--- src/rtl/fcd_pkg.sv ---
package fcd_pkg;
  localparam int DATA_W = 8;

  localparam logic [DATA_W-1:0] K_FIRST  = 8'hAA;
  localparam logic [DATA_W-1:0] K_SECOND = 8'h55;
  localparam logic [DATA_W-1:0] K_PROG   = 8'hA0;
  localparam logic [DATA_W-1:0] K_ERSET  = 8'h80;
  localparam logic [DATA_W-1:0] K_IDIN   = 8'h90;
  localparam logic [DATA_W-1:0] K_IDOUT  = 8'hF0;
  localparam logic [DATA_W-1:0] K_CHIP   = 8'h10;
  localparam logic [DATA_W-1:0] K_PAGE   = 8'h50;
  localparam logic [DATA_W-1:0] K_LOCK   = 8'h70;

  typedef enum logic [2:0] {
    SQ_READ, SQ_KEY1, SQ_KEY2, SQ_ERSET, SQ_EKEY1, SQ_EKEY2, SQ_PROG, SQ_LOCKSEL
  } seq_t;

  typedef enum logic [2:0] {
    OP_NONE, OP_PROG, OP_CHIP, OP_PAGE, OP_LOCK_TOP, OP_LOCK_BOT, OP_ID_IN, OP_ID_OUT
  } op_t;
endpackage

--- src/rtl/fcd_guard.sv ---
module fcd_guard #(
  parameter int ADDR_W = 16,
  parameter int BOOT_W = 3
) (
  input  logic [ADDR_W-1:0] addr,
  input  logic              lock_top,
  input  logic              lock_bot,
  output logic              blocked
);
  function automatic logic in_top_zone(input logic [ADDR_W-1:0] a);
    return a[ADDR_W-1 -: BOOT_W] == {BOOT_W{1'b1}};
  endfunction

  function automatic logic in_bot_zone(input logic [ADDR_W-1:0] a);
    return a[ADDR_W-1 -: BOOT_W] == {BOOT_W{1'b0}};
  endfunction

  assign blocked = (lock_top && in_top_zone(addr)) || (lock_bot && in_bot_zone(addr));
endmodule

--- src/rtl/fcd_lock.sv ---
module fcd_lock (
  input  logic clk,
  input  logic por_n,
  input  logic set_top,
  input  logic set_bot,
  output logic lock_top,
  output logic lock_bot
);
  logic [1:0] sets;
  logic [1:0] flags;
  assign sets = {set_top, set_bot};

  for (genvar g = 0; g < 2; g++) begin : g_flag
    always_ff @(posedge clk or negedge por_n) begin
      if (!por_n)       flags[g] <= 1'b0;
      else if (sets[g]) flags[g] <= 1'b1;
    end
  end

  assign lock_top = flags[1];
  assign lock_bot = flags[0];
endmodule

--- src/rtl/fcd_seq.sv ---
module fcd_seq
  import fcd_pkg::*;
#(
  parameter int ADDR_W = 16,
  parameter logic [ADDR_W-1:0] KEY_A = 16'h5555,
  parameter logic [ADDR_W-1:0] KEY_B = 16'h2AAA
) (
  input  logic              clk,
  input  logic              rst_n,
  input  logic              wr_stb,
  input  logic              busy,
  input  logic [ADDR_W-1:0] addr,
  input  logic [DATA_W-1:0] data,
  input  logic              blocked,
  output seq_t              state,
  output op_t               op,
  output logic              refused
);
  localparam logic [ADDR_W-1:0] TOP_ADDR = {ADDR_W{1'b1}};
  localparam logic [ADDR_W-1:0] BOT_ADDR = {ADDR_W{1'b0}};

  seq_t nxt;
  logic take;
  logic first_hit;
  logic second_hit;
  logic at_key_a;

  assign take       = wr_stb && !busy;
  assign at_key_a   = (addr == KEY_A);
  assign first_hit  = at_key_a && (data == K_FIRST);
  assign second_hit = (addr == KEY_B) && (data == K_SECOND);

  always_comb begin
    nxt     = state;
    op      = OP_NONE;
    refused = 1'b0;
    if (take) begin
      nxt = SQ_READ;
      case (state)
        SQ_READ: begin
          if (first_hit)              nxt = SQ_KEY1;
          else if (data == K_IDOUT)   op  = OP_ID_OUT;
        end
        SQ_KEY1: if (second_hit) nxt = SQ_KEY2;
        SQ_KEY2: begin
          if (at_key_a) begin
            case (data)
              K_PROG:  nxt = SQ_PROG;
              K_ERSET: nxt = SQ_ERSET;
              K_IDIN:  op  = OP_ID_IN;
              K_IDOUT: op  = OP_ID_OUT;
              default: nxt = SQ_READ;
            endcase
          end
        end
        SQ_ERSET: if (first_hit)  nxt = SQ_EKEY1;
        SQ_EKEY1: if (second_hit) nxt = SQ_EKEY2;
        SQ_EKEY2: begin
          if (data == K_PAGE) begin
            if (blocked) refused = 1'b1;
            else         op      = OP_PAGE;
          end else if (at_key_a && data == K_CHIP) begin
            op = OP_CHIP;
          end else if (at_key_a && data == K_LOCK) begin
            nxt = SQ_LOCKSEL;
          end
        end
        SQ_PROG: begin
          if (blocked) refused = 1'b1;
          else         op      = OP_PROG;
        end
        SQ_LOCKSEL: begin
          if (addr == TOP_ADDR)      op = OP_LOCK_TOP;
          else if (addr == BOT_ADDR) op = OP_LOCK_BOT;
        end
        default: nxt = SQ_READ;
      endcase
    end
  end

  always_ff @(posedge clk or negedge rst_n) begin
    if (!rst_n) state <= SQ_READ;
    else        state <= nxt;
  end
endmodule

--- src/rtl/flash_cmd_decoder.sv ---
module flash_cmd_decoder
  import fcd_pkg::*;
#(
  parameter int ADDR_W = 16,
  parameter int PAGE_W = 4,
  parameter int BOOT_W = 3,
  parameter logic [ADDR_W-1:0] KEY_A = 16'h5555,
  parameter logic [ADDR_W-1:0] KEY_B = 16'h2AAA
) (
  input  logic              clk,
  input  logic              rst_n,
  input  logic              por_n,
  input  logic              wr_stb,
  input  logic [ADDR_W-1:0] wr_addr,
  input  logic [DATA_W-1:0] wr_data,
  input  logic              op_busy,
  output logic              prog_go,
  output logic              chip_go,
  output logic              page_go,
  output logic              lock_go,
  output logic              id_enter_go,
  output logic              id_exit_go,
  output logic [ADDR_W-1:0] op_addr,
  output logic [DATA_W-1:0] op_data,
  output logic [PAGE_W-1:0] op_page,
  output logic              id_mode,
  output logic              lock_top,
  output logic              lock_bot
);
  seq_t seq_state;
  op_t  seq_op;
  logic seq_refused;
  logic guard_blocked;
  op_t  op_q;
  logic id_q;
  logic [ADDR_W-1:0] addr_q;
  logic [DATA_W-1:0] data_q;

  fcd_guard #(.ADDR_W(ADDR_W), .BOOT_W(BOOT_W)) u_guard (
    .addr     (wr_addr),
    .lock_top (lock_top),
    .lock_bot (lock_bot),
    .blocked  (guard_blocked)
  );

  fcd_seq #(.ADDR_W(ADDR_W), .KEY_A(KEY_A), .KEY_B(KEY_B)) u_seq (
    .clk     (clk),
    .rst_n   (rst_n),
    .wr_stb  (wr_stb),
    .busy    (op_busy),
    .addr    (wr_addr),
    .data    (wr_data),
    .blocked (guard_blocked),
    .state   (seq_state),
    .op      (seq_op),
    .refused (seq_refused)
  );

  fcd_lock u_lock (
    .clk      (clk),
    .por_n    (por_n),
    .set_top  (seq_op == OP_LOCK_TOP),
    .set_bot  (seq_op == OP_LOCK_BOT),
    .lock_top (lock_top),
    .lock_bot (lock_bot)
  );

  always_ff @(posedge clk or negedge rst_n) begin
    if (!rst_n) begin
      op_q   <= OP_NONE;
      id_q   <= 1'b0;
      addr_q <= '0;
      data_q <= '0;
    end else begin
      op_q <= seq_op;
      if (seq_op != OP_NONE) begin
        addr_q <= wr_addr;
        data_q <= wr_data;
      end
      if (seq_op == OP_ID_IN)       id_q <= 1'b1;
      else if (seq_op == OP_ID_OUT) id_q <= 1'b0;
    end
  end

  assign prog_go     = (op_q == OP_PROG);
  assign chip_go     = (op_q == OP_CHIP);
  assign page_go     = (op_q == OP_PAGE);
  assign lock_go     = (op_q == OP_LOCK_TOP) || (op_q == OP_LOCK_BOT);
  assign id_enter_go = (op_q == OP_ID_IN);
  assign id_exit_go  = (op_q == OP_ID_OUT);
  assign op_addr     = addr_q;
  assign op_data     = data_q;
  assign op_page     = addr_q[ADDR_W-1 -: PAGE_W];
  assign id_mode     = id_q;
endmodule

--- config.mk ---
export PLATFORM = sky130hd
export DESIGN_NAME = flash_cmd_decoder
export DESIGN_NICKNAME = d
export VERILOG_FILES = /design/src/rtl/fcd_pkg.sv /design/src/rtl/fcd_guard.sv /design/src/rtl/fcd_lock.sv /design/src/rtl/fcd_seq.sv /design/src/rtl/flash_cmd_decoder.sv
export SDC_FILE = /design/constraint.sdc
export NUM_CORES = 1
export LEC_CHECK = 0
export CORE_AREA = 2 2 59 61
export DETAILED_ROUTE_END_ITERATION = 10
export DIE_AREA = 0 0 61 63
export DONT_BUFFER_PORTS = 1
export PLACE_DENSITY = 0.74
export SLEW_MARGIN = 15
export SYNTH_ARGS = -nofsm -noshare
export SYNTH_HDL_FRONTEND = slang
export SYNTH_SLANG_ARGS = --single-unit
--- constraint.sdc ---
create_clock -name clk -period 2.5 [get_ports clk]
set_input_delay 0.25 -clock clk [delete_from_list [all_inputs] [get_ports clk]]
set_output_delay 0.25 -clock clk [all_outputs]
set_load 0.01 [all_outputs]
==> metrics.md, run 1 <==
| Metric | Value |
|---|---|
| CTS Buffer Depth | `2` |
| Pwr per Cell Area | `between 500 and 600 nW/um^2` |
| Worst EP required | `around 2700 ps` |
| CP Max Fanout | `18` |
| Async S/R FF share, synth | `100.0%` |
| Setup Viol. Count Final | `0` |
| Area Overhead vs Synth | `11.48%` |
| Nets | `199` |
| IO Count | `66` |
| Hold Fails Final Rpt | `0` |
| N_diodes | `0` |
| Synthesized cell area | `around 1900 sq um` |
| Share of cells above drive strength 1 | `about a third` |
| Die W | `around 61 microns` |
| Global-route wire length before repair | `6.803 mm` |
| Synth Flop Type | `dfrtp_1` |
| Post-Syn Area per Cell | `about 12 sq um` |
| CTS tree | `built` |
| Number of global-route vias before repair | `roughly 1400` |
| Worst Hold Class | `in2reg` |
| Slew @ Worst Pin | `458.3 ps` |
| Via/cell ratio | `6.272` |
| Fin Clk Skew | `a little under 9 ps` |
| Residual DRC | `0` |
| Area of the multi-input gates | `965.9 sq um` |
| Tcrit/Tclk final | `roughly 90%` |
| Peak Freq | `about 430 MHz` |
| Max-cap violations | `0` |
| Core Region | `around 3200 sq um` |
| Seq/Total Area, Yosys | `between 40 and 50%` |
| Final Power | `between 1 and 1.5 mW` |
| Most frequent cells in the layout | `33 x dfrtp_1, 20 x mux2_4, 11 x nor2_1` |
| Post-synth EDFFs | `0` |
| Num rows | `21` |
| Gr busiest metal | `met2` |
| H-Tree Level Count | `2` |
| Layout Cells excl Fill | `217` |
| Setup CP Type | `in2reg` |
| Seq cells post-synth | `33` |
| Routed wire length | `4.028 mm` |
| Setup repair bufs after CTS | `0` |
| Wirelength per Cell | `18.56 microns` |
| Detail Route Antenna Nets | `0` |
| Routed vias | `approximately 1400` |
| Port bufs | `0` |
| Worst skew pair latency | `330 ps` |
| RD Place Congestion | `around 0.86` |
| Die Y | `roughly 63 microns` |
| Syn_nets | `186` |
| Final Instance Area | `around 2100 sq um` |
| Final Max Slew Viols | `0` |
| Leakage | `between 0.8 and 0.9 nW` |
| Clk root buf | `clkbuf_4` |
| CTS Buf Count | `5` |
| Reg area | `825.8 sq um` |
| VDD IR-drop max | `~0.32 mV` |
| Status | `completed` |
| Most common cell after layout, fill and taps aside | `dfrtp_1` |
| Initial antenna violation count | `0` |
| Clk slew on worst S/H paths | `roughly 100 ps` |
| Initial drt markers | `between 80 and 90` |
| Fill cells | `around 270` |
| GRT met3 Usage | `8.696%` |
| Unique masters post-synth | `43` |
| Yosys warning total | `0` |
| Placed cell area | `1934 sq um` |
| Grt met1 use | `between 20% and 30%` |
| Initial Utilization | `57.34%` |
| GRT Util Overall | `approximately a quarter` |
| Largest net degree at the start of global routing | `32` |
| CP arrival | `roughly 2500 ps` |
| TNS Setup | `0 ps` |
| Placed Cells | `~210` |
| RSZ-0062 raised after global routing | `false` |
| Die area | `3843 sq um` |
| TritonCTS Sinks | `33` |
| Crit. End Element | `flip-flop` |
| Drt pass-1 iters | `4` |
| Tmin final | `~2300 ps` |
| GRT overflow | `0` |
| Hpwl dp | `about 3.1 mm` |
| Max_slew headroom | `between 60% and 70%` |
| Startpoint types | `input pin` |
| Met2 usage | `38.31%` |
| Synthesized instance count | `~160` |
[timing repair]
action / 4_1_cts / 5_1_grt
endpoints found under the setup margin: 0 / 25
gates resized for setup: 0 / 1
hold buffers: 3 / 0
endpoints found under the hold margin: 33 / 0
[cell type report]
class	count	area share [%]
sequential	33	39.98
inverter	1	0.1817
clock inverter	1	1.454
tap	46	2.786
multi-input combinational	116	46.76
clock buffer	7	2.665
timing repair buffer	13	6.178
[path summary, 6_finish.rpt]
path                                start               to  slack, ps  cells after the start
max                           wr_addr[15]       op_data[4]        180                      8
min                           wr_addr[11]      op_addr[11]         50                      1
max reg2reg                u_seq.state[0]       op_data[4]        190                      8
min reg2reg                       id_mode          id_mode        590                      1
max in group asynchronous           rst_n       op_data[4]       1980                      2
min in group asynchronous           por_n  u_lock.lock_top        140                      1
[Yosys cell counts (2+ instances only)]
cell type / instances / area, sq um
and2_2: 2 / 15.01
nand2b_1: 2 / 12.51
buf_6: 3 / 33.78
nor4bb_1: 2 / 20.02
nand3_1: 5 / 25.02
nor3_1: 3 / 15.01
nor4_1: 4 / 25.02
and3_2: 2 / 15.01
nand4_1: 6 / 37.54
a221oi_1: 2 / 17.52
nor2_1: 11 / 41.29
and3b_1: 2 / 17.52
a21oi_1: 6 / 30.03
nand2_1: 10 / 37.54
buf_4: 4 / 30.03
o22ai_1: 2 / 12.51
and2_1: 2 / 12.51
mux2_4: 20 / 300.3
or4_1: 4 / 30.03
o21ai_0: 4 / 20.02
mux2_2: 5 / 56.30
nor3b_1: 2 / 15.01
dfrtp_1: 33 / 825.8
and2b_2: 2 / 17.52
[layer usage]
layer  vias up  wire (microns)
met1       662            1620
met4         0              83
met5         -               0
li1        621               -
met2        68            2011
met3        10             312
[registers in the layout, indices dropped and copies added, names as in the netlist]
signal	count
op_addr	16
u_lock.lock_top	1
u_seq.state	3
u_lock.lock_bot	1
id_mode	1
op_q	3
op_data	8
[cells by family after synthesis]
family | after synthesis | share of synthesized area [%]
compound gates | 24 | 10.47
buf+inv | 8 | 3.646
flops | 33 | 44.56
mux | 25 | 19.24
simple gates | 67 | 22.08
[critical path: stages]
cell and delay, ps:
or4_1 500, or4_4 490, buf_4 160, a211oi_1 240, nor2_1 140, a31oi_4 200, buf_12 210, mux2_4 310
[power by group]
part	internal, mW	switching, mW
clock network	0.239	0.176
registers	0.549	0.0214
logic	0.0338	0.0252
total	0.822	0.222
[through the flow]
step           utilization (%)  hold WS [ps]  setup WS (ps)
6_report                 63.92         53.92          181.4
5_1_grt                  63.92         21.71          9.189
4_1_cts                  63.72         42.55          107.1
3_5_place_dp             59.85        -45.54         -165.3
3_3_place_gp             59.85        -45.54         -98.86
2_1_floorplan                -        -45.59         -137.8
Power figures use the tool's default switching activity.
==> inputs of run 2 (changes only) <==
- HOLD_SLACK_MARGIN: default -> 0.12
==> run 2 against run 1 <==
  * Routed wire length grew 10%
  * Fmax decreased by 1.8%
  * Register-to-register slack barely moved
  * Non-clock buffer count increased by 24
  * Combinational power is 56% higher
  * Global-route usage increased by 2.2 points
  * Critical endpoint is now op_addr[6]
  * Power up 3.3%
  * Utilization up 7.4 points
  * Via count increased by 8.4%
==> metrics.md, run 2 (same netlist as run 1, synthesis figures left out) <==
| Metric | Value |
|---|---|
| IO Count | `66 (unchanged)` |
| Number of global-route vias before repair | `1610 (was 1441)` |
| Port bufs | `0 (unchanged)` |
| Tcrit/Tclk final | `94.46% (was 92.74%)` |
| Worst EP required | `2720 ps (about the same)` |
| Leakage | `0.9832 nW (was 0.8829 nW)` |
| Die W | `61 microns (unchanged)` |
| Nets | `223 (was 199)` |
| CP arrival | `2580 ps (was 2540 ps)` |
| Wirelength per Cell | `18.44 microns (was 18.56 microns)` |
| Routed vias | `1475 (was 1361)` |
| Startpoint types | `input pin (unchanged)` |
| Drt pass-1 iters | `4 (unchanged)` |
| Worst skew pair latency | `330 ps (about the same)` |
| Hpwl dp | `3.067 mm (unchanged)` |
| Tmin final | `2362 ps (was 2319 ps)` |
| Share of cells above drive strength 1 | `29.23% (was 33.33%)` |
| Core Region | `3232 sq um (unchanged)` |
| Largest net degree at the start of global routing | `32 (unchanged)` |
| Max incr delay on CP | `540 ps (was 500 ps)` |
| Final core utilization | `71.35% (was 63.92%)` |
| Initial antenna violation count | `0 (unchanged)` |
| Placed cell area | `1934 sq um (unchanged)` |
| Cell Chain, Critical Path | `or4_1, or4_4, buf_4, a211oi_1, nor2_1, a31oi_4, buf_12, mux2_4 (unchanged)` |
| VDD IR-drop max | `0.3221 mV (was 0.3224 mV)` |
| Peak Freq | `423.5 MHz (was 431.3 MHz)` |
| Setup repair bufs after CTS | `0 (unchanged)` |
| Initial drt markers | `97 (was 87)` |
| Max reg flops | `16 (unchanged)` |
| Most common cell after layout, fill and taps aside | `dfrtp_1 (unchanged)` |
| RR Endpoint | `op_addr[6] (was op_data[4])` |
| RD Place Congestion | `0.8629 (unchanged)` |
| GRT Util Overall | `25.85% (was 23.69%)` |
| Hold Fails Final Rpt | `0 (unchanged)` |
| Post-placement setup slack | `-165.3 ps (unchanged)` |
| Via/cell ratio | `6.120 (was 6.272)` |
| CP Max Fanout | `18 (unchanged)` |
| Crit. End Element | `flip-flop (unchanged)` |
| Residual DRC | `0 (unchanged)` |
| GRT overflow | `0 (unchanged)` |
| CTS Buf Count | `5 (unchanged)` |
| FF-to-FF path depth | `8 (unchanged)` |
| Critical Path Sink | `op_addr[6] (was op_data[4])` |
| Pwr per Cell Area | `467.5 nW/um^2 (was 505.2 nW/um^2)` |
| RSZ-0062 raised after global routing | `false (unchanged)` |
| H-Tree Level Count | `2 (unchanged)` |
| CP startpoint | `wr_addr[15] (unchanged)` |
| Setup CP Type | `in2reg (unchanged)` |
| Num rows | `21 (unchanged)` |
| Initial Utilization | `57.34% (unchanged)` |
| N_diodes | `0 (unchanged)` |
| Worst reg-to-reg setup slack | `180 ps (was 190 ps)` |
| Worst Hold Class | `in2async (was in2reg)` |
| Final Instance Area | `2306 sq um (was 2066 sq um)` |
| Final Power | `1.078 mW (was 1.044 mW)` |
| Setup Viol. Count Final | `0 (unchanged)` |
| Clk slew on worst S/H paths | `100 ps (about the same)` |
| Final Max Slew Viols | `0 (unchanged)` |
| Setup ws final | `138.5 ps (was 181.4 ps)` |
| Status | `completed (unchanged)` |
| Routed wire length | `4.445 mm (was 4.028 mm)` |
| Cell depth of the worst setup path | `8 (unchanged)` |
| Max_slew headroom | `68.33% (was 69.38%)` |
| Critical R2R Launch | `u_seq.state[0] (unchanged)` |
| Die Y | `63 microns (unchanged)` |
| Fin Clk Skew | `9.181 ps (was 8.740 ps)` |
| CTS tree | `built (unchanged)` |
| Slew @ Worst Pin | `474.1 ps (was 458.3 ps)` |
| Worst path slowest cell | `or4_1 (unchanged)` |
| CTS Buffer Depth | `2 (unchanged)` |
| Die area | `3843 sq um (unchanged)` |
| CP delay by family, top | `simple AND/OR/NAND/NOR gates (unchanged)` |
| Clk root buf | `clkbuf_4 (unchanged)` |
| Detail Route Antenna Nets | `0 (unchanged)` |
| Most frequent cells in the layout | `33 x dfrtp_1, 26 x dlygate4sd3_1, 20 x mux2_4 (was 33 x dfrtp_1, 20 x mux2_4, 11 x nor2_1)` |
| Sum of buffers and inverters on the critical path | `2 (unchanged)` |
| TritonCTS Sinks | `33 (unchanged)` |
| Global-route wire length before repair | `7.396 mm (was 6.803 mm)` |
| Area Overhead vs Synth | `24.44% (was 11.48%)` |
| Max-cap violations | `0 (unchanged)` |
## run 2: cell count changes in the layout (fill, tap and decap cells not counted), sizes merged
cell | previous run | this run
dlygate4sd3 | 2 | 26
## run 2: layout make-up
class | count | area (sq um)
fill | 242 | 925.9
inverter | 1 | 3.754
tap | 46 | 57.56
multi-input combinational | 116 | 965.9
clock buffer | 7 | 55.05
sequential | 33 | 825.8
clock inverter | 1 | 30.03
timing repair buffer | 37 | 367.9
## run 2: what timing repair did
item	CTS	global route
endpoints found under the setup margin	0	25
endpoints found under the hold margin	57	0
resized for setup	0	1
hold buffers	27	0
## run 2: where the power goes
group / leakage, nW / internal [mW] / switching, mW
clock: 0.0455 / 0.239 / 0.177
combinational: 0.489 / 0.0588 / 0.0330
sequential: 0.448 / 0.549 / 0.0216
## run 2: how the worst min path moves through the flow
stage	to	slack (ps)	cells after the start
5_1_grt	u_lock.lock_top	120	1
3_3_place_gp	u_lock.lock_top	-50	0
4_1_cts	u_lock.lock_top	130	1
3_5_place_dp	u_lock.lock_bot	-50	0
2_1_floorplan	id_mode	-50	0
6_report	u_lock.lock_top	140	1
## run 2: layer usage
metal  global-route usage, %  part of all wire (%)
met5                       0                     0
met1                   29.61                    39
met4                   11.41                   2.9
met3                   8.489                   7.7
met2                   42.61                    50
## run 2: stage by stage
stage          hold WS, ps  setup TNS (ps)  cells
2_1_floorplan       -45.59           -2756    157
5_1_grt              122.0               0    241
4_1_cts              134.5               0    241
3_3_place_gp        -45.54           -2289    206
6_report             139.9               0    241
3_5_place_dp        -45.54           -3740    206
==> inputs of run 3 (changes only) <==
- CORE_AREA: 2 2 59 61 -> 2 2 46 79
- DIE_AREA: 0 0 61 63 -> 0 0 48 81
- PLACE_DENSITY: 0.74 -> 0.72
- REMOVE_ABC_BUFFERS: default -> 1
- TNS_END_PERCENT: default -> 30
==> run 3 against run 2 <==
  * Cell count grew 0.41%
  * Fmax shrank 2.9%
  * Sequential power is essentially flat
  * Routed wire length grew 6.3%
  * Utilization shrank 1.4 points
  * Setup slack lost 71 ps
  * Register-to-register slack gained 70 ps
  * Critical path type unchanged
==> metrics.md, run 3 (same netlist as run 1, synthesis figures left out) <==
| Metric | Value |
|---|---|
| Status | `completed (unchanged)` |
| Placed Cells | `207 (was 206)` |
| Via/cell ratio | `6.058 (was 6.120)` |
| Most common cell after layout, fill and taps aside | `dfrtp_1 (unchanged)` |
| N_diodes | `0 (unchanged)` |
| Detail Route Antenna Nets | `0 (unchanged)` |
| Worst skew pair latency | `280 ps (was 330 ps)` |
| Clk root buf | `clkbuf_8 (was clkbuf_4)` |
| Pwr per Cell Area | `469.8 nW/um^2 (was 467.5 nW/um^2)` |
| H-Tree Level Count | `2 (unchanged)` |
| Final Instance Area | `2330 sq um (was 2306 sq um)` |
| Routed vias | `1466 (was 1475)` |
| Leakage | `1.003 nW (was 0.9832 nW)` |
| Core Region | `3328 sq um (was 3232 sq um)` |
| Final core utilization | `70.00% (was 71.35%)` |
| Post-placement setup slack | `-211.0 ps (was -165.3 ps)` |
| RSZ-0062 raised after global routing | `false (unchanged)` |
| Most frequent cells in the layout | `33 x dfrtp_1, 26 x dlygate4sd3_1, 20 x mux2_4 (unchanged)` |
| RD Place Congestion | `0.9122 (was 0.8629)` |
| Hold Fails Final Rpt | `0 (unchanged)` |
| Layout Cells excl Fill | `242 (was 241)` |
| Crit. End Element | `flip-flop (unchanged)` |
| Placed cell area | `1948 sq um (was 1934 sq um)` |
| CP arrival | `2600 ps (was 2580 ps)` |
| Setup repair bufs after CTS | `0 (unchanged)` |
| Reg area | `825.8 sq um (unchanged)` |
| CTS Buf Count | `5 (unchanged)` |
| Port bufs | `0 (unchanged)` |
| TritonCTS Sinks | `33 (unchanged)` |
| Initial drt markers | `56 (was 97)` |
| CTS Buffer Depth | `2 (unchanged)` |
| CP Max Fanout | `19 (was 18)` |
| Share of cells above drive strength 1 | `29.95% (was 29.23%)` |
| Hpwl dp | `3.205 mm (was 3.067 mm)` |
| GRT overflow | `0 (unchanged)` |
| Initial Utilization | `55.68% (was 57.34%)` |
| Nets | `225 (was 223)` |
| Die area | `3888 sq um (was 3843 sq um)` |
| Residual DRC | `0 (unchanged)` |
| Worst Hold Class | `in2async (unchanged)` |
| Max reg flops | `16 (unchanged)` |
| Setup CP Type | `in2reg (unchanged)` |
| Clk slew on worst S/H paths | `60 ps (was 100 ps)` |
| Setup Viol. Count Final | `0 (unchanged)` |
| Max-cap violations | `0 (unchanged)` |
| IO Count | `66 (unchanged)` |
| Num rows | `28 (was 21)` |
| Slew @ Worst Pin | `423.4 ps (was 474.1 ps)` |
| Max_slew headroom | `71.39% (was 68.33%)` |
| Startpoint types | `input pin (unchanged)` |
| Tmin final | `2432 ps (was 2362 ps)` |
| CTS tree | `built (unchanged)` |
| Setup ws final | `67.80 ps (was 138.5 ps)` |
| Largest net degree at the start of global routing | `32 (unchanged)` |
| Number of global-route vias before repair | `1582 (was 1610)` |
| Die W | `48 microns (was 61 microns)` |
| Wirelength per Cell | `19.52 microns (was 18.44 microns)` |
| Post_cts resized | `0 (unchanged)` |
| Area Overhead vs Synth | `25.73% (was 24.44%)` |
| Initial antenna violation count | `0 (unchanged)` |
| Tcrit/Tclk final | `97.29% (was 94.46%)` |
| Fill cells | `238 (was 242)` |
| Die Y | `81 microns (was 63 microns)` |
| Routed wire length | `4.725 mm (was 4.445 mm)` |
| Drt pass-1 iters | `4 (unchanged)` |
| GRT Util Overall | `26.22% (was 25.85%)` |
| Hold buffer count at cts | `25 (was 27)` |
| VDD IR-drop max | `0.4893 mV (was 0.3221 mV)` |
| Peak Freq | `411.2 MHz (was 423.5 MHz)` |
| Global-route wire length before repair | `7.169 mm (was 7.396 mm)` |
| Worst EP required | `2670 ps (was 2720 ps)` |
| TNS Setup | `0 ps (unchanged)` |
| Final Max Slew Viols | `0 (unchanged)` |
| Area of the multi-input gates | `959.7 sq um (was 965.9 sq um)` |
| Fin Clk Skew | `4.182 ps (was 9.181 ps)` |
[run 3: cell types whose count changed in the layout (fill, tap and decap cells not counted), sizes merged]
cell / previous run / this run
buf: 11 / 13
bufinv: 1 / 0
clkinv: 0 / 1
[run 3: final cells by class]
type                    count  area share, %
flip-flops and latches     33          35.45
inverters                   1         0.1611
well taps                  45          2.417
repair buffers             39          16.43
clock buffers               7          4.135
clock inverters             1         0.2148
multi-input cells         116          41.19
[run 3: stage by stage]
stage               hold slack, ps  power [mW]
floorplan                   -45.59      0.6146
global placement            -45.54      0.6229
detailed placement          -45.56      0.6238
CTS                          120.2       1.095
global route                 203.6       1.139
finish                       195.2       1.095
[run 3: where the power goes]
part           internal [mW]  switching (mW)
clock                  0.248           0.184
sequential             0.550          0.0214
combinational         0.0586          0.0325
[run 3: worst max-delay path, stage by stage]
cell      delay (ps)
or4_1            540
or4_4            510
nand2b_4         160
o311a_4          360
a31oi_4          230
buf_12           220
mux2_4           320
[run 3: layer usage]
layer / wire length [microns] / part of all wire, % / track usage [%]
met5: 0 / 0 / 0
met4: 227 / 4.8 / 17.57
met1: 1762 / 37 / 26.98
met2: 2471 / 52 / 43.33
met3: 264 / 5.6 / 7.111
[run 3: final timing paths]
kind / startpoint / to / slack, ps / cells past startpoint
worst max-delay path: wr_addr[1] / op_addr[10] / 70 / 7
worst min-delay path: por_n / u_lock.lock_top / 200 / 1
worst max register to register: u_seq.state[1] / op_addr[10] / 250 / 7
worst min register to register: u_lock.lock_top / u_lock.lock_top / 580 / 1
max in group asynchronous: rst_n / op_data[0] / 1910 / 2
min in group clk: wr_addr[13] / u_lock.lock_bot / 310 / 2
